### src/rtl/muxbus_pkg.sv
package muxbus_pkg;

    typedef enum logic [2:0] {
        PH_IDLE  = 3'd0,
        PH_ALE   = 3'd1,
        PH_AHOLD = 3'd2,
        PH_TURN  = 3'd3,
        PH_STRB  = 3'd4,
        PH_WHOLD = 3'd5,
        PH_DONE  = 3'd6
    } phase_e;

    // Counter width able to hold the longest phase length minus one.
    function automatic int unsigned phase_cnt_bits(
        input int unsigned a, input int unsigned b, input int unsigned c,
        input int unsigned d, input int unsigned e);
        int unsigned m;
        m = a;
        if (b > m) m = b;
        if (c > m) m = c;
        if (d > m) m = d;
        if (e > m) m = e;
        return (m > 1) ? $clog2(m) : 1;
    endfunction

endpackage

### src/rtl/muxbus_seq.sv
module muxbus_seq
    import muxbus_pkg::*;
#(
    parameter int unsigned AW        = 16,
    parameter int unsigned DW        = 8,
    parameter int unsigned ALE_CYC   = 2,
    parameter int unsigned AHOLD_CYC = 1,
    parameter int unsigned TURN_CYC  = 1,
    parameter int unsigned STRB_CYC  = 3,
    parameter int unsigned WHOLD_CYC = 1
) (
    input  logic          clk,
    input  logic          rst_n,
    input  logic          req_valid,
    input  logic          req_write,
    input  logic [AW-1:0] req_addr,
    input  logic [DW-1:0] req_wdata,
    output phase_e        ph_q,
    output phase_e        ph_d,
    output logic          ph_last,
    output logic [AW-1:0] addr_d,
    output logic [DW-1:0] wdata_d,
    output logic          wr_d,
    output logic          wr_q
);
    localparam int unsigned CW =
        phase_cnt_bits(ALE_CYC, AHOLD_CYC, TURN_CYC, STRB_CYC, WHOLD_CYC);

    typedef struct packed {
        phase_e        ph;
        logic [CW-1:0] cnt;
        logic [AW-1:0] addr;
        logic [DW-1:0] wdata;
        logic          wr;
    } seq_t;

    seq_t s_d, s_q;

    function automatic logic [CW-1:0] len_m1(input int unsigned n);
        return CW'(n - 1);
    endfunction

    always_comb begin
        s_d     = s_q;
        ph_last = (s_q.cnt == '0);
        unique case (s_q.ph)
            PH_IDLE: begin
                if (req_valid) begin
                    s_d.ph    = PH_ALE;
                    s_d.cnt   = len_m1(ALE_CYC);
                    s_d.addr  = req_addr;
                    s_d.wdata = req_wdata;
                    s_d.wr    = req_write;
                end
            end
            PH_ALE: begin
                if (!ph_last) begin
                    s_d.cnt = s_q.cnt - 1'b1;
                end else begin
                    s_d.ph  = PH_AHOLD;
                    s_d.cnt = len_m1(AHOLD_CYC);
                end
            end
            PH_AHOLD: begin
                if (!ph_last) begin
                    s_d.cnt = s_q.cnt - 1'b1;
                end else if (s_q.wr) begin
                    s_d.ph  = PH_STRB;
                    s_d.cnt = len_m1(STRB_CYC);
                end else begin
                    s_d.ph  = PH_TURN;
                    s_d.cnt = len_m1(TURN_CYC);
                end
            end
            PH_TURN: begin
                if (!ph_last) begin
                    s_d.cnt = s_q.cnt - 1'b1;
                end else begin
                    s_d.ph  = PH_STRB;
                    s_d.cnt = len_m1(STRB_CYC);
                end
            end
            PH_STRB: begin
                if (!ph_last) begin
                    s_d.cnt = s_q.cnt - 1'b1;
                end else if (s_q.wr) begin
                    s_d.ph  = PH_WHOLD;
                    s_d.cnt = len_m1(WHOLD_CYC);
                end else begin
                    s_d.ph  = PH_DONE;
                    s_d.cnt = '0;
                end
            end
            PH_WHOLD: begin
                if (!ph_last) begin
                    s_d.cnt = s_q.cnt - 1'b1;
                end else begin
                    s_d.ph  = PH_DONE;
                    s_d.cnt = '0;
                end
            end
            PH_DONE: begin
                s_d.ph  = PH_IDLE;
                s_d.cnt = '0;
            end
            default: begin
                s_d.ph  = PH_IDLE;
                s_d.cnt = '0;
            end
        endcase
    end

    always_ff @(posedge clk or negedge rst_n) begin
        if (!rst_n) s_q <= '0;
        else        s_q <= s_d;
    end

    assign ph_q    = s_q.ph;
    assign ph_d    = s_d.ph;
    assign addr_d  = s_d.addr;
    assign wdata_d = s_d.wdata;
    assign wr_d    = s_d.wr;
    assign wr_q    = s_q.wr;

endmodule

### src/rtl/muxbus_drv.sv
module muxbus_drv
    import muxbus_pkg::*;
#(
    parameter int unsigned AW = 16,
    parameter int unsigned DW = 8
) (
    input  logic          clk,
    input  logic          rst_n,
    input  phase_e        ph_d,
    input  logic [AW-1:0] addr_d,
    input  logic [DW-1:0] wdata_d,
    input  logic          wr_d,
    output logic          ale,
    output logic          rd_n,
    output logic          wr_n,
    output logic          ad_oe,
    output logic [DW-1:0] ad_out,
    output logic [AW-DW-1:0] a_hi
);
    localparam int unsigned HW = AW - DW;

    typedef struct packed {
        logic          ale;
        logic          rd_n;
        logic          wr_n;
        logic          oe;
        logic [DW-1:0] dout;
        logic [HW-1:0] ahi;
    } pins_t;

    pins_t p_d, p_q;
    logic  addr_ph;
    logic  data_ph;

    // Pin values are registered from the sequencer's next phase so they
    // line up with the registered phase and carry no decode glitches.
    always_comb begin
        p_d     = p_q;
        addr_ph = (ph_d == PH_ALE) || (ph_d == PH_AHOLD);
        data_ph = wr_d && ((ph_d == PH_STRB) || (ph_d == PH_WHOLD));

        p_d.ale  = (ph_d == PH_ALE);
        p_d.rd_n = !((ph_d == PH_STRB) && !wr_d);
        p_d.wr_n = !((ph_d == PH_STRB) && wr_d);
        p_d.oe   = addr_ph || data_ph;

        if (addr_ph)      p_d.dout = addr_d[DW-1:0];
        else if (data_ph) p_d.dout = wdata_d;

        if (ph_d == PH_ALE) p_d.ahi = addr_d[AW-1:DW];
    end

    always_ff @(posedge clk or negedge rst_n) begin
        if (!rst_n) begin
            p_q      <= '0;
            p_q.rd_n <= 1'b1;
            p_q.wr_n <= 1'b1;
        end else begin
            p_q <= p_d;
        end
    end

    assign ale    = p_q.ale;
    assign rd_n   = p_q.rd_n;
    assign wr_n   = p_q.wr_n;
    assign ad_oe  = p_q.oe;
    assign ad_out = p_q.dout;
    assign a_hi   = p_q.ahi;

endmodule

### src/rtl/muxbus_rdcap.sv
module muxbus_rdcap
    import muxbus_pkg::*;
#(
    parameter int unsigned DW = 8
) (
    input  logic          clk,
    input  logic          rst_n,
    input  phase_e        ph_q,
    input  phase_e        ph_d,
    input  logic          ph_last,
    input  logic          wr_q,
    input  logic [DW-1:0] ad_in,
    output logic [DW-1:0] rd_data,
    output logic          done
);
    typedef struct packed {
        logic          done;
        logic [DW-1:0] data;
    } cap_t;

    cap_t c_d, c_q;

    always_comb begin
        c_d      = c_q;
        c_d.done = (ph_d == PH_DONE);
        if ((ph_q == PH_STRB) && ph_last && !wr_q) c_d.data = ad_in;
    end

    always_ff @(posedge clk or negedge rst_n) begin
        if (!rst_n) c_q <= '0;
        else        c_q <= c_d;
    end

    assign rd_data = c_q.data;
    assign done    = c_q.done;

endmodule

### src/rtl/muxbus_ctrl.sv
module muxbus_ctrl
    import muxbus_pkg::*;
#(
    parameter int unsigned AW        = 16,
    parameter int unsigned DW        = 8,
    parameter int unsigned ALE_CYC   = 2,
    parameter int unsigned AHOLD_CYC = 1,
    parameter int unsigned TURN_CYC  = 1,
    parameter int unsigned STRB_CYC  = 3,
    parameter int unsigned WHOLD_CYC = 1
) (
    input  logic             clk,
    input  logic             rst_n,
    input  logic             req_valid,
    input  logic             req_write,
    input  logic [AW-1:0]    req_addr,
    input  logic [DW-1:0]    req_wdata,
    output logic             req_idle,
    output logic             done,
    output logic [DW-1:0]    rd_data,
    output logic [DW-1:0]    ad_out,
    output logic             ad_oe,
    input  logic [DW-1:0]    ad_in,
    output logic [AW-DW-1:0] a_hi,
    output logic             ale,
    output logic             rd_n,
    output logic             wr_n
);
    phase_e        ph_q;
    phase_e        ph_d;
    logic          ph_last;
    logic [AW-1:0] addr_d;
    logic [DW-1:0] wdata_d;
    logic          wr_d;
    logic          wr_q;

    muxbus_seq #(
        .AW(AW), .DW(DW), .ALE_CYC(ALE_CYC), .AHOLD_CYC(AHOLD_CYC),
        .TURN_CYC(TURN_CYC), .STRB_CYC(STRB_CYC), .WHOLD_CYC(WHOLD_CYC)
    ) u_seq (
        .clk      (clk),
        .rst_n    (rst_n),
        .req_valid(req_valid),
        .req_write(req_write),
        .req_addr (req_addr),
        .req_wdata(req_wdata),
        .ph_q     (ph_q),
        .ph_d     (ph_d),
        .ph_last  (ph_last),
        .addr_d   (addr_d),
        .wdata_d  (wdata_d),
        .wr_d     (wr_d),
        .wr_q     (wr_q)
    );

    muxbus_drv #(.AW(AW), .DW(DW)) u_drv (
        .clk    (clk),
        .rst_n  (rst_n),
        .ph_d   (ph_d),
        .addr_d (addr_d),
        .wdata_d(wdata_d),
        .wr_d   (wr_d),
        .ale    (ale),
        .rd_n   (rd_n),
        .wr_n   (wr_n),
        .ad_oe  (ad_oe),
        .ad_out (ad_out),
        .a_hi   (a_hi)
    );

    muxbus_rdcap #(.DW(DW)) u_cap (
        .clk    (clk),
        .rst_n  (rst_n),
        .ph_q   (ph_q),
        .ph_d   (ph_d),
        .ph_last(ph_last),
        .wr_q   (wr_q),
        .ad_in  (ad_in),
        .rd_data(rd_data),
        .done   (done)
    );

    assign req_idle = (ph_q == PH_IDLE);

endmodule

### config.mk
export PLATFORM = sky130hd
export DESIGN_NAME = muxbus_ctrl
export DESIGN_NICKNAME = d
export VERILOG_FILES = /design/src/rtl/muxbus_pkg.sv /design/src/rtl/muxbus_seq.sv /design/src/rtl/muxbus_drv.sv /design/src/rtl/muxbus_rdcap.sv /design/src/rtl/muxbus_ctrl.sv
export SDC_FILE = /design/constraint.sdc
export NUM_CORES = 1
export LEC_CHECK = 0
export BUFFER_PORTS_ARGS = -buffer_cell sky130_fd_sc_hd__buf_2
export CORE_MARGIN = 2
export CORE_UTILIZATION = 25
export DETAILED_ROUTE_END_ITERATION = 8
export SLEW_MARGIN = 10
export SYNTH_ARGS = -nofsm -noshare
export SYNTH_HDL_FRONTEND = slang
export SYNTH_SLANG_ARGS = --single-unit
### constraint.sdc
create_clock -name clk -period 5.64 [get_ports clk]
set_clock_uncertainty 0.1 [all_clocks]
set_input_delay 1.128 -clock clk [delete_from_list [all_inputs] [get_ports clk]]
set_output_delay 1.128 -clock clk [all_outputs]
set_load 0.005 [all_outputs]
**After elaboration in Yosys (flattened, before gate mapping)**

Index checks and enable logic that the tools add are counted.

- Latch bits: 0
- Output and inout bits: 30
- Input bits: 36
- Memories: 0
- Flip-flop bits (word level): 59
- Bits in writable memories: 0
- Word-level logic and storage cells: 56
- Memory bits (read-only): 0

- Bitwise operators: 0
- $mul: 0
- $add $sub $neg: 1
- Magnitude comparators: 0
- Muxes and demuxes: 16
- Div/mod/pow operators: 0
- Eq/ne operators: 11
- Shift-type cells: 0
- Reduce and logical (&&, ||, !) cells: 15

Operators with widths:

| cell | number |
|---|---|
| $mux 30 | 1 |
| $pmux 5 s6 | 1 |
| $mux 25 | 1 |
| $mux 8 | 2 |
| $eq 3x3->1 const B | 5 |
| $mux 3 | 5 |
| $eq 3x2->1 const B | 3 |
| $mux 2 | 4 |
| $eq 3x1->1 const B | 2 |
| $logic_and 1x1->1 | 5 |
| $mux 5 | 1 |
| $logic_not 1->1 | 4 |
| $mux 4 | 1 |
| $logic_not 3->1 | 1 |
| $logic_or 1x1->1 | 3 |
| $logic_not 2->1 | 1 |
| $ne 2x2->1 const B | 1 |
| $reduce_bool 2->1 | 1 |
| $sub 2x1->2 const B | 1 |

**Depth between registers and ports, before layout**

Gate-level depths: netlist (run 1).

- Depth after elaboration: 8
- Gate-level depth with buffers: 8
- Mapped depth without buffers: 7

**Hierarchy**

A second synthesis (run 1) with hierarchy kept.

- Cells, all modules: 202
- Area total of the unflattened synthesis: 2756.4 um2

Modules (own cells, without submodules):

| module | area each (um2) | times used | cells an instance | seq. area each (um2) |
|---|---|---|---|---|
| muxbus_seq | 1545.2 | 1 | 124 | 750.7 |
| muxbus_drv | 853.3 | 1 | 56 | 503.0 |
| muxbus_rdcap | 347.8 | 1 | 21 | 225.2 |
| muxbus_ctrl | 10.0 | 1 | 1 | 0.0 |

**Worst setup path after synthesis (run 1)**

No wires, ideal clock.

- Path type: input port to flip-flop
- From: input port req_valid
- To: register u_drv.p_q (netlist bit u_drv.ad_out[4])
- Stages: 5
- Slack: 2744 ps
- Setup time: 128 ps
- Path buffers: 1
- Data arrival time: 2669 ps
- Data required time: 5412 ps
- Path through: nor4b_4 > buf_2 > mux2_2 > mux2_1 > mux2_1

- Elaborated cells on any way between the ends: 13
- Classes of those cells: eq/ne: 4; mux: 5; reduce/logical: 4

RTL lines:

| element | RTL line | text |
|---|---|---|
| from (decl) | muxbus_ctrl.sv:14 | `input logic req_valid,` |
| $mux 30 | muxbus_seq.sv:48 | `if (req_valid) begin` |
| $mux 25 | muxbus_seq.sv:46 | `unique case (s_q.ph)` |
| named net u_drv.wdata_d[4] | muxbus_drv.sv:11 | `input logic [DW-1:0] wdata_d,` |
| $mux 8 | muxbus_drv.sv:48 | `else if (data_ph) p_d.dout = wdata_d;` |
| $mux 8 | muxbus_drv.sv:47 | `if (addr_ph) p_d.dout = addr_d[DW-1:0];` |
| to (signal assigned) | muxbus_drv.sv:59 | `p_q <= p_d;` |
| to (decl) | muxbus_drv.sv:31 | `pins_t p_d, p_q;` |

The timed path passes the listed nets, and every way through them passes these cells. The select of a mux whose other input is x is not followed.
A chain may end at the register's enable or synchronous reset.

**Worst setup path in the final report (run 1)**

- From: input port req_valid
- To: register u_drv.p_q (netlist bit u_drv.ad_out[5])

- Cells in the longest elaborated chain, start to end: 6
- Elaborated cells on any way between the ends: 13
- Classes of those cells: eq/ne: 4; mux: 5; reduce/logical: 4

Ends and longest elaborated chain:

| element | RTL line | text |
|---|---|---|
| $mux 30 * | muxbus_seq.sv:48 |  |
| $pmux 5 s6 | muxbus_seq.sv:46 |  |
| $eq 3x3->1 | muxbus_drv.sv:40 | `data_ph = wr_d && ((ph_d == PH_STRB) \|\| (ph_d == PH_WHOLD));` |
| $logic_or 1x1->1 | muxbus_drv.sv:40 |  |
| $logic_and 1x1->1 | muxbus_drv.sv:40 |  |
| $reduce_bool 2->1 (no source line) | -- |  |

Mark *: on every way between the ends. The rest lies on a longest branch, timed or not. The select of a mux whose other input is x is not followed.

==> results.ini, run 1 <==
[status]
status=complete, no violations

[job]
max_cap_viol_count=0

[pwr]
power.density_nw_per_um2=596
vdd_drop_max_mv=0.162
power_leakage_nw=1.47

[clock_network]
clockBufferDepth=2
hold_buffers=0
cts_made_buffers=9
cts_tree=done
clk_latency_ns=0.33
clock_sinks=59
clk_pin_slew_ns=0.07
cts_htree_levels=3
cts_root_buf=clkbuf_8
post_cts_resized=0
post_cts_buffers=0

[setup_path]
worstSetupPathType=in2reg
crit_required_ns=5.76
start_kind=input port
arrival_ns=3.00
crit_fanout=25
endpoint_kind=register
startpoint=req_valid
r2r-start=u_seq.s_q[25]

[placed_design]
gp_congestion=0.719
place_inst=374
dp_hpwl_um=3480
port_buffers=65

[sta]
hold_viol_final=0
rsz0062_at_grt=no
period_share=0.512
worst_slew_pin_slew_ns=0.752
slew_headroom=0.499
fmaxAchievable_mhz=346
setup_violations=0
timing.setup.tns_ns=0
period_minus_slack_ns=2.89
maxSlewViolCount=0

[yosys]
synth_area_leader_cell=dfrtp_1
syn_inst=182
synth-seq-cells=59
synth_top_flop_cell=dfrtp_1
ys_warn_count=0
synth_edf_count=0
avgSynthCellArea_um2=14.0
synth_top_area_frac=0.560
synth.yosys.seq_area_share=0.580
synth_nets=222
synth_most_common_cell=dfrtp_1
async_flop_share=1.00
synth.area.top_cells=dfrtp_1 (56%), mux2_2 (18%), mux2_1 (6.6%)
syn_area_um2=2550
ys_types=33
synthTopCellsByCount=dfrtp_1 (57), mux2_2 (41), mux2_1 (15), nand2_1 (9), nor2_1 (6)

[global_routing]
grt-ovfl-total=0
antenna_found_initial=0
grt_max_degree=60
grt_pass1_vias=1746
grt_use_total=0.100
grt_pass1_wl_um=8630

[drt]
finalWirelength_um=5100
vias=1662
initialDrtViolationCount=31
drc=0
wl_per_cell_um=13.1
dr.pass1.iters=4
viasPerCell=4.26
ant_nets=0

[floorplan]
die_w_um=105
rows=36
core-area_um2=9820
io_pins=66
start_util=0.260
die_area_um2=11000
die_h_um=105

[worst_hold_path]
min_path_type=reg2reg
worst_hold_startpoint=u_seq.s_q[22]

[final_layout]
fill_cells=1052
nets=292
layout-drive-gt1-share=0.510
antenna_cells=0
syn2layout_area_growth_pct=27.0
fin_cells=390

[power breakdown]
group / internal (W) / switching, W / total [W] / leakage [nW]
Clock: 0.000260 / 0.000172 / 0.000432 / 0.108
Sequential: 0.000643 / 0.000118 / 0.000761 / 0.702
Combinational: 0.000407 / 0.000330 / 0.000737 / 0.662
Total: 0.00131 / 0.000620 / 0.00193 / 1.47
[worst max-delay path, stage by stage]
cell and delay (ns):
buf_2 0.13, nor4b_4 0.19, buf_4 0.37, mux2i_1 0.20, a21oi_4 0.33, mux2_1 0.36
mux2_1 0.29
[cell type report]
cell class / instances / area, µm² / share of cell area
Inverter: 6 / 22.5 / 0.00696
Clock inverter: 6 / 88.8 / 0.0274
Tap cell: 133 / 166 / 0.0514
Multi-Input combinational cell: 109 / 1000 / 0.310
Clock buffer: 10 / 138 / 0.0425
Timing Repair Buffer: 67 / 340 / 0.105
Sequential cell: 59 / 1480 / 0.457
[state kept, by name, summed over array words and instances, names as in the netlist, 3 cells and up]
signal,count
u_cap.rd_data,8
u_drv.ad_out,8
u_seq.ph_q,3
u_drv.a_hi,8
u_seq.s_q,26
[cells in the final DEF, fill, tap and decap left out, drive strengths merged]
cell	n
a211oi	1
or3b	1
o31a	1
o21ai	3
a211o	1
buf	67
nor4b	1
inv	6
nand2b	2
nand2	9
a31oi	2
clkbuf	10
nor3	2
mux2	56
clkinvlp	2
a21oi	7
nand3b	1
dfrtp	57
and2	1
nor2	6
mux2i	2
o21a	1
or4b	1
nor4	1
clkinv	2
nor2b	3
ha	4
dfstp	2
or4	2
and3b	1
bufinv	2
[metal layers]
metal,wire length [µm],GRT usage,share of wire
met5,0,0,0
met4,59,0.0457,0.012
met2,2520,0.160,0.49
met3,234,0.0318,0.046
met1,2290,0.123,0.45
[worst paths after layout]
| check | slack [ns] | to | depth (start not counted) |
|---|---|---|---|
| max | 2.75 | u_drv.ad_out[5] | 7 |
| min | 0.39 | u_seq.s_q[22] | 1 |
| max reg2reg | 2.90 | u_drv.ad_out[5] | 7 |
| min reg2reg | 0.39 | u_seq.s_q[22] | 1 |
| max in group asynchronous | 4.10 | u_cap.rd_data[1] | 2 |
| min in group asynchronous | 0.83 | u_seq.s_q[4] | 2 |
[per-stage QoR]
stage	area, µm²	util	total power, W	setup WS, ns	hold WS [ns]
final	3240	0.330	0.00193	2.75	0.394
after global routing	3240	0.330	0.00209	2.60	0.408
after CTS	3240	0.330	0.00197	2.71	0.400
after detailed placement	3010	0.307	0.00153	2.35	0.384
after global placement	3010	0.307	0.00150	2.41	0.378
after floorplan	2550	-	0.00129	2.74	0.367
[cell families (layout without fill, tap and decap cells)]
logic type,Yosys count,after routing,share of synthesized area
AOI/OAI and AO/OA,16,16,0.0461
adders and majority gates,4,4,0.0196
buffers and inverters,14,89,0.0265
DFF,59,59,0.580
muxes,58,58,0.255
and+or+nand+nor,31,31,0.0722
Note: power is estimated with default switching activity, not from simulation.
==> inputs of run 2 (changes only) <==
ABC_AREA = 1   (was not set)
clock period = 2.9 ns   (was 5.64 ns; I/O delays follow)
==> results.ini, run 2 <==
[clock_network]
clockBufferDepth=2
clk_pin_slew_ns=0.07
cts_root_buf=clkbuf_8
cts_made_buffers=9
clk_latency_ns=0.33
cts_htree_levels=3
hold_buffers=0
cts_tree=done
post_cts_resized=0
post_cts_buffers=0
clock_sinks=59

[sta]
slew_headroom=0.496
period_minus_slack_ns=2.19
worst_slew_pin_slew_ns=0.757
hold_viol_final=0
maxSlewViolCount=0
fmaxAchievable_mhz=456
rsz0062_at_grt=no
timing.setup.tns_ns=0
period_share=0.756
setup_violations=0

[setup_path]
critPathCapture=u_drv.ad_out[7]
timing.rr.end=u_drv.ad_out[7]
startpoint=u_seq.ph_q[1]
endpoint_kind=register
crit_fanout=28
start_kind=register
arrival_ns=2.32
reg2reg_depth=8
r2r_slack_ns=0.71
worstSetupPathType=reg2reg
crit_required_ns=3.03
r2r-start=u_seq.ph_q[1]

[yosys]
synth-compound-area-share=0.0547
synth_most_common_cell=nand2_1
syn_area_um2=2680
synth_top_flop_cell=dfrtp_1
yosys.area_share.adder=0.0187
synth-seq-cells=59
synth.yosys.seq_area_share=0.552
synth_top_area_frac=0.533
yosys.area_share.simple=0.284
synth.area.mux_share=0.0336
synth_top_family_by_area=simple AND/OR/NAND/NOR gates
synth_xor_area_frac=0
async_flop_share=1.00
syn_inst=287
synth_edf_count=0
synth_area_leader_cell=dfrtp_1
synthTopCellsByCount=nand2_1 (86), dfrtp_1 (57), inv_1 (23), nand3_1 (21), nor2_1 (18)
synth.area.top_cells=dfrtp_1 (53%), nand2_1 (12%), nand3_1 (3.9%)
synth_nets=327
ys_types=29
avgSynthCellArea_um2=9.33
ys_warn_count=0

[pwr]
clock_power_share=0.196
vdd_drop_max_mv=0.292
power.density_nw_per_um2=1200
p_sw_frac=0.408
p_sw_w=0.00164
power_leakage_nw=1.71
p_int_w=0.00238
power_frac_comb=0.447
pwr-share-seq=0.357

[final_layout]
antenna_cells=0
nets=396
regArea_um2=1480
fin_cells=497
layout-drive-gt1-share=0.316
top_register=u_seq.s_q
syn2layout_area_growth_pct=24.8
fill_cells=1115
multi_input_area_um2=1050
post-route-cell-area_um2=3340
largest_reg_flops=26
layout_common_cells=nand2_1 (86), buf_2 (65), dfrtp_1 (57), inv_1 (23), nand3_1 (21)
final_common_cell=nand2_1
utilization=0.322

[placed_design]
port_buffers=65
place_area_um2=3130
dp_hpwl_um=4450
gp_congestion=0.807
place_inst=481

[floorplan]
rows=37
die_area_um2=11600
die_h_um=107
core-area_um2=10400
io_pins=66
die_w_um=107
start_util=0.258

[drt]
drc=0
vias=2161
ant_nets=0
dr.pass1.iters=7
viasPerCell=4.35
wl_per_cell_um=12.8
initialDrtViolationCount=136
finalWirelength_um=6370

[global_routing]
grt_pass1_wl_um=10900
grt_pass1_vias=2214
grt-ovfl-total=0
antenna_found_initial=0
grt_max_degree=60
grt_use_total=0.121

[status]
status=complete, no violations

[worst_hold_path]
min_path_type=in2async

[job]
max_cap_viol_count=0

==> run 2: worst max-delay path: stages (launching register included) <==
cell	delay, ns
dfrtp_1	0.48
nor2_4	0.22
nand3_4	0.28
nand2_2	0.38
inv_2	0.22
nand2_2	0.20
nand2_1	0.07
nand2_1	0.08
nand2_1	0.04
==> run 2: layer usage <==
layer | global-route usage | vias up | part of all wire
li1 | - | 1069 | -
met1 | 0.160 | 994 | 0.47
met2 | 0.176 | 83 | 0.43
met3 | 0.0393 | 15 | 0.070
met4 | 0.0650 | 0 | 0.031
met5 | 0 | - | 0
==> run 2: through the flow <==
step / hold slack, ns / setup slack [ns] / power [W]
6_report: 0.296 / 0.708 / 0.00402
5_1_grt: 0.342 / 0.492 / 0.00440
4_1_cts: 0.331 / 0.677 / 0.00408
3_5_place_dp: 0.365 / 0.668 / 0.00325
3_3_place_gp: 0.359 / 0.724 / 0.00320
2_1_floorplan: 0.184 / 1.17 / 0.00273
==> run 2: layout make-up <==
| class | instances | share of cell area |
|---|---|---|
| Sequential cell | 59 | 0.443 |
| Clock inverter | 4 | 0.0142 |
| Tap cell | 136 | 0.0509 |
| Multi-Input combinational cell | 193 | 0.313 |
| Clock buffer | 12 | 0.0494 |
| Timing Repair Buffer | 66 | 0.0996 |
| Inverter | 27 | 0.0303 |
==> run 2: worst min path at each step <==
stage | to | depth (start not counted)
after global placement | u_seq.s_q[21] | 2
after detailed placement | u_seq.s_q[23] | 2
after floorplan | u_cap.done | 0
after global routing | u_seq.ph_q[0] | 2
after CTS | u_cap.rd_data[6] | 2
final | u_seq.s_q[2] | 2
==> run 2: power by group through the flow <==
stage	Clock, W	Combinational (W)	Sequential [W]
final	0.000788	0.00180	0.00143
after global routing	0.000861	0.00206	0.00148
after CTS	0.000824	0.00182	0.00144
after detailed placement	0	0.00180	0.00145
after global placement	0	0.00176	0.00145
after floorplan	0	0.00129	0.00143
==> run 2: cells by family (layout without fill, tap and decap cells) <==
| family | Yosys count | in the layout |
|---|---|---|
| simple gates | 157 | 157 |
| flops | 59 | 59 |
| buf+inv | 35 | 109 |
| compound gates | 24 | 24 |
| mux | 8 | 8 |
| fa+ha+maj | 4 | 4 |
==> inputs of run 3 (changes only) <==
ABC_AREA = 0   (was 1)
clock period = 2.2 ns   (was 2.9 ns; I/O delays follow)
==> results.ini, run 3 (synthesis gave the netlist of run 1 again) <==
[status]
status=finished, violations left
violations=negative setup slack

[setup_path]
timing.rr.end=u_drv.ad_out[2]
cpLargestDelayFamily=simple AND/OR/NAND/NOR gates
reg2reg_depth=8
slowest_stage=or4b_4
crit_buf_inv=2
crit_fanout=5
crit_path_frequent_cell=mux2_4
path_depth=8
worstSetupPathType=reg2reg
critPathCapture=u_drv.ad_out[2]
startpoint=u_seq.s_q[26]
r2r-start=u_seq.s_q[26]
crit_required_ns=2.32
max_stage_delay_ns=0.54
crit_chain=inv_2 -> ha_4 -> nor2b_4 -> or4b_4 -> a21oi_4 -> buf_12 -> mux2_4 -> mux2_4
arrival_ns=2.52
endpoint_kind=register
start_kind=register
r2r_slack_ns=-0.20

[global_routing]
grt_max_degree=33
top_usage_layer=met2
grt_use_total=0.110
antenna_found_initial=0
use_met2=0.179
grt_pass1_vias=1907
use_met1=0.133
grt.met3_usage=0.0430
grt_pass1_wl_um=9390
grt-ovfl-total=0

[floorplan]
core-area_um2=9820
die_w_um=105
rows=36
io_pins=66
start_util=0.260
die_area_um2=11000
die_h_um=105

[drt]
dr.pass1.iters=6
initialDrtViolationCount=77
ant_nets=0
finalWirelength_um=5770
drc=0
viasPerCell=4.25
wl_per_cell_um=13.6
vias=1796

[clock_network]
clk_pin_slew_ns=0.07
cts_made_buffers=9
cts_root_buf=clkbuf_8
clk_latency_ns=0.34
cts_htree_levels=3
clock_sinks=59
clockBufferDepth=2
cts_tree=done

[placed_design]
port_buffers=65
place_inst=392
dp_hpwl_um=3930
gp_congestion=0.767

[final_layout]
antenna_cells=0
fill_cells=998
top_register=u_seq.s_q
nets=325
layout-drive-gt1-share=0.634
syn2layout_area_growth_pct=44.9
final_common_cell=buf_2
largest_reg_flops=26
fin_cells=423
layout_common_cells=buf_2 (65), dfrtp_1 (57), mux2_2 (40), buf_4 (27), mux2_4 (16)

[sta]
hold_viol_final=0
period_minus_slack_ns=2.40
worst_slew_pin_slew_ns=0.396
fmaxAchievable_mhz=416
maxSlewViolCount=0
period_share=1.09
timing.setup.tns_ns=-1.55
slew_headroom=0.734
rsz0062_at_grt=yes
setup_violations=8
hold_ws_ns=0.237
setup_ws_ns=-0.203

[worst_hold_path]
min_path_type=in2reg
worst_hold_startpoint=ad_in[6]

[pwr]
power_leakage_nw=1.74
power.density_nw_per_um2=1640
p_total_w=0.00604
vdd_drop_max_mv=0.632

[job]
max_cap_viol_count=0

run 3: how the worst min path moves through the flow:
stage | endpoint | depth (start not counted)
4_1_cts | u_cap.rd_data[6] | 2
3_3_place_gp | u_seq.s_q[9] | 1
3_5_place_dp | u_seq.s_q[9] | 1
6_report | u_cap.rd_data[6] | 2
5_1_grt | u_cap.rd_data[6] | 2
2_1_floorplan | u_cap.done | 0
run 3: cell type report:
| type | instances | area, µm² | share of cell area |
|---|---|---|---|
| multi-input combinational | 109 | 1100 | 0.299 |
| clock inverter | 4 | 97.6 | 0.0264 |
| clock buffer | 12 | 155 | 0.0420 |
| tap | 133 | 166 | 0.0451 |
| sequential | 59 | 1480 | 0.401 |
| inverter | 6 | 22.5 | 0.00610 |
| timing repair buffer | 100 | 669 | 0.181 |
run 3: routing by layer:
metal / part of all wire / vias up
li1: - / 847
met1: 0.44 / 900
met2: 0.50 / 41
met3: 0.048 / 8
met4: 0.014 / 0
met5: 0 / -
run 3: report_power, final:
part	internal, W	switching, W	total (W)
Clock	0.000815	0.000434	0.00125
Combinational	0.00175	0.00115	0.00290
Sequential	0.00165	0.000241	0.00189
Total	0.00421	0.00182	0.00604
run 3: through the flow:
stage | cell area, µm² | setup slack (ns) | utilization
floorplan | 2650 | -0.204 | -
global placement | 3280 | -0.151 | 0.334
detailed placement | 3280 | -0.198 | 0.334
CTS | 3620 | -0.209 | 0.369
global route | 3690 | -0.271 | 0.376
finish | 3690 | -0.203 | 0.376
run 3: timing repair:
item | CTS | global route
resized for setup | 3 | 6
hold endpoints to repair | 12 | 0
cloned | 1 | 0
setup endpoints to repair | 13 | 16
hold buffers | 1 | 0
buffers inserted | 6 | 7
pin swaps | 4 | 2
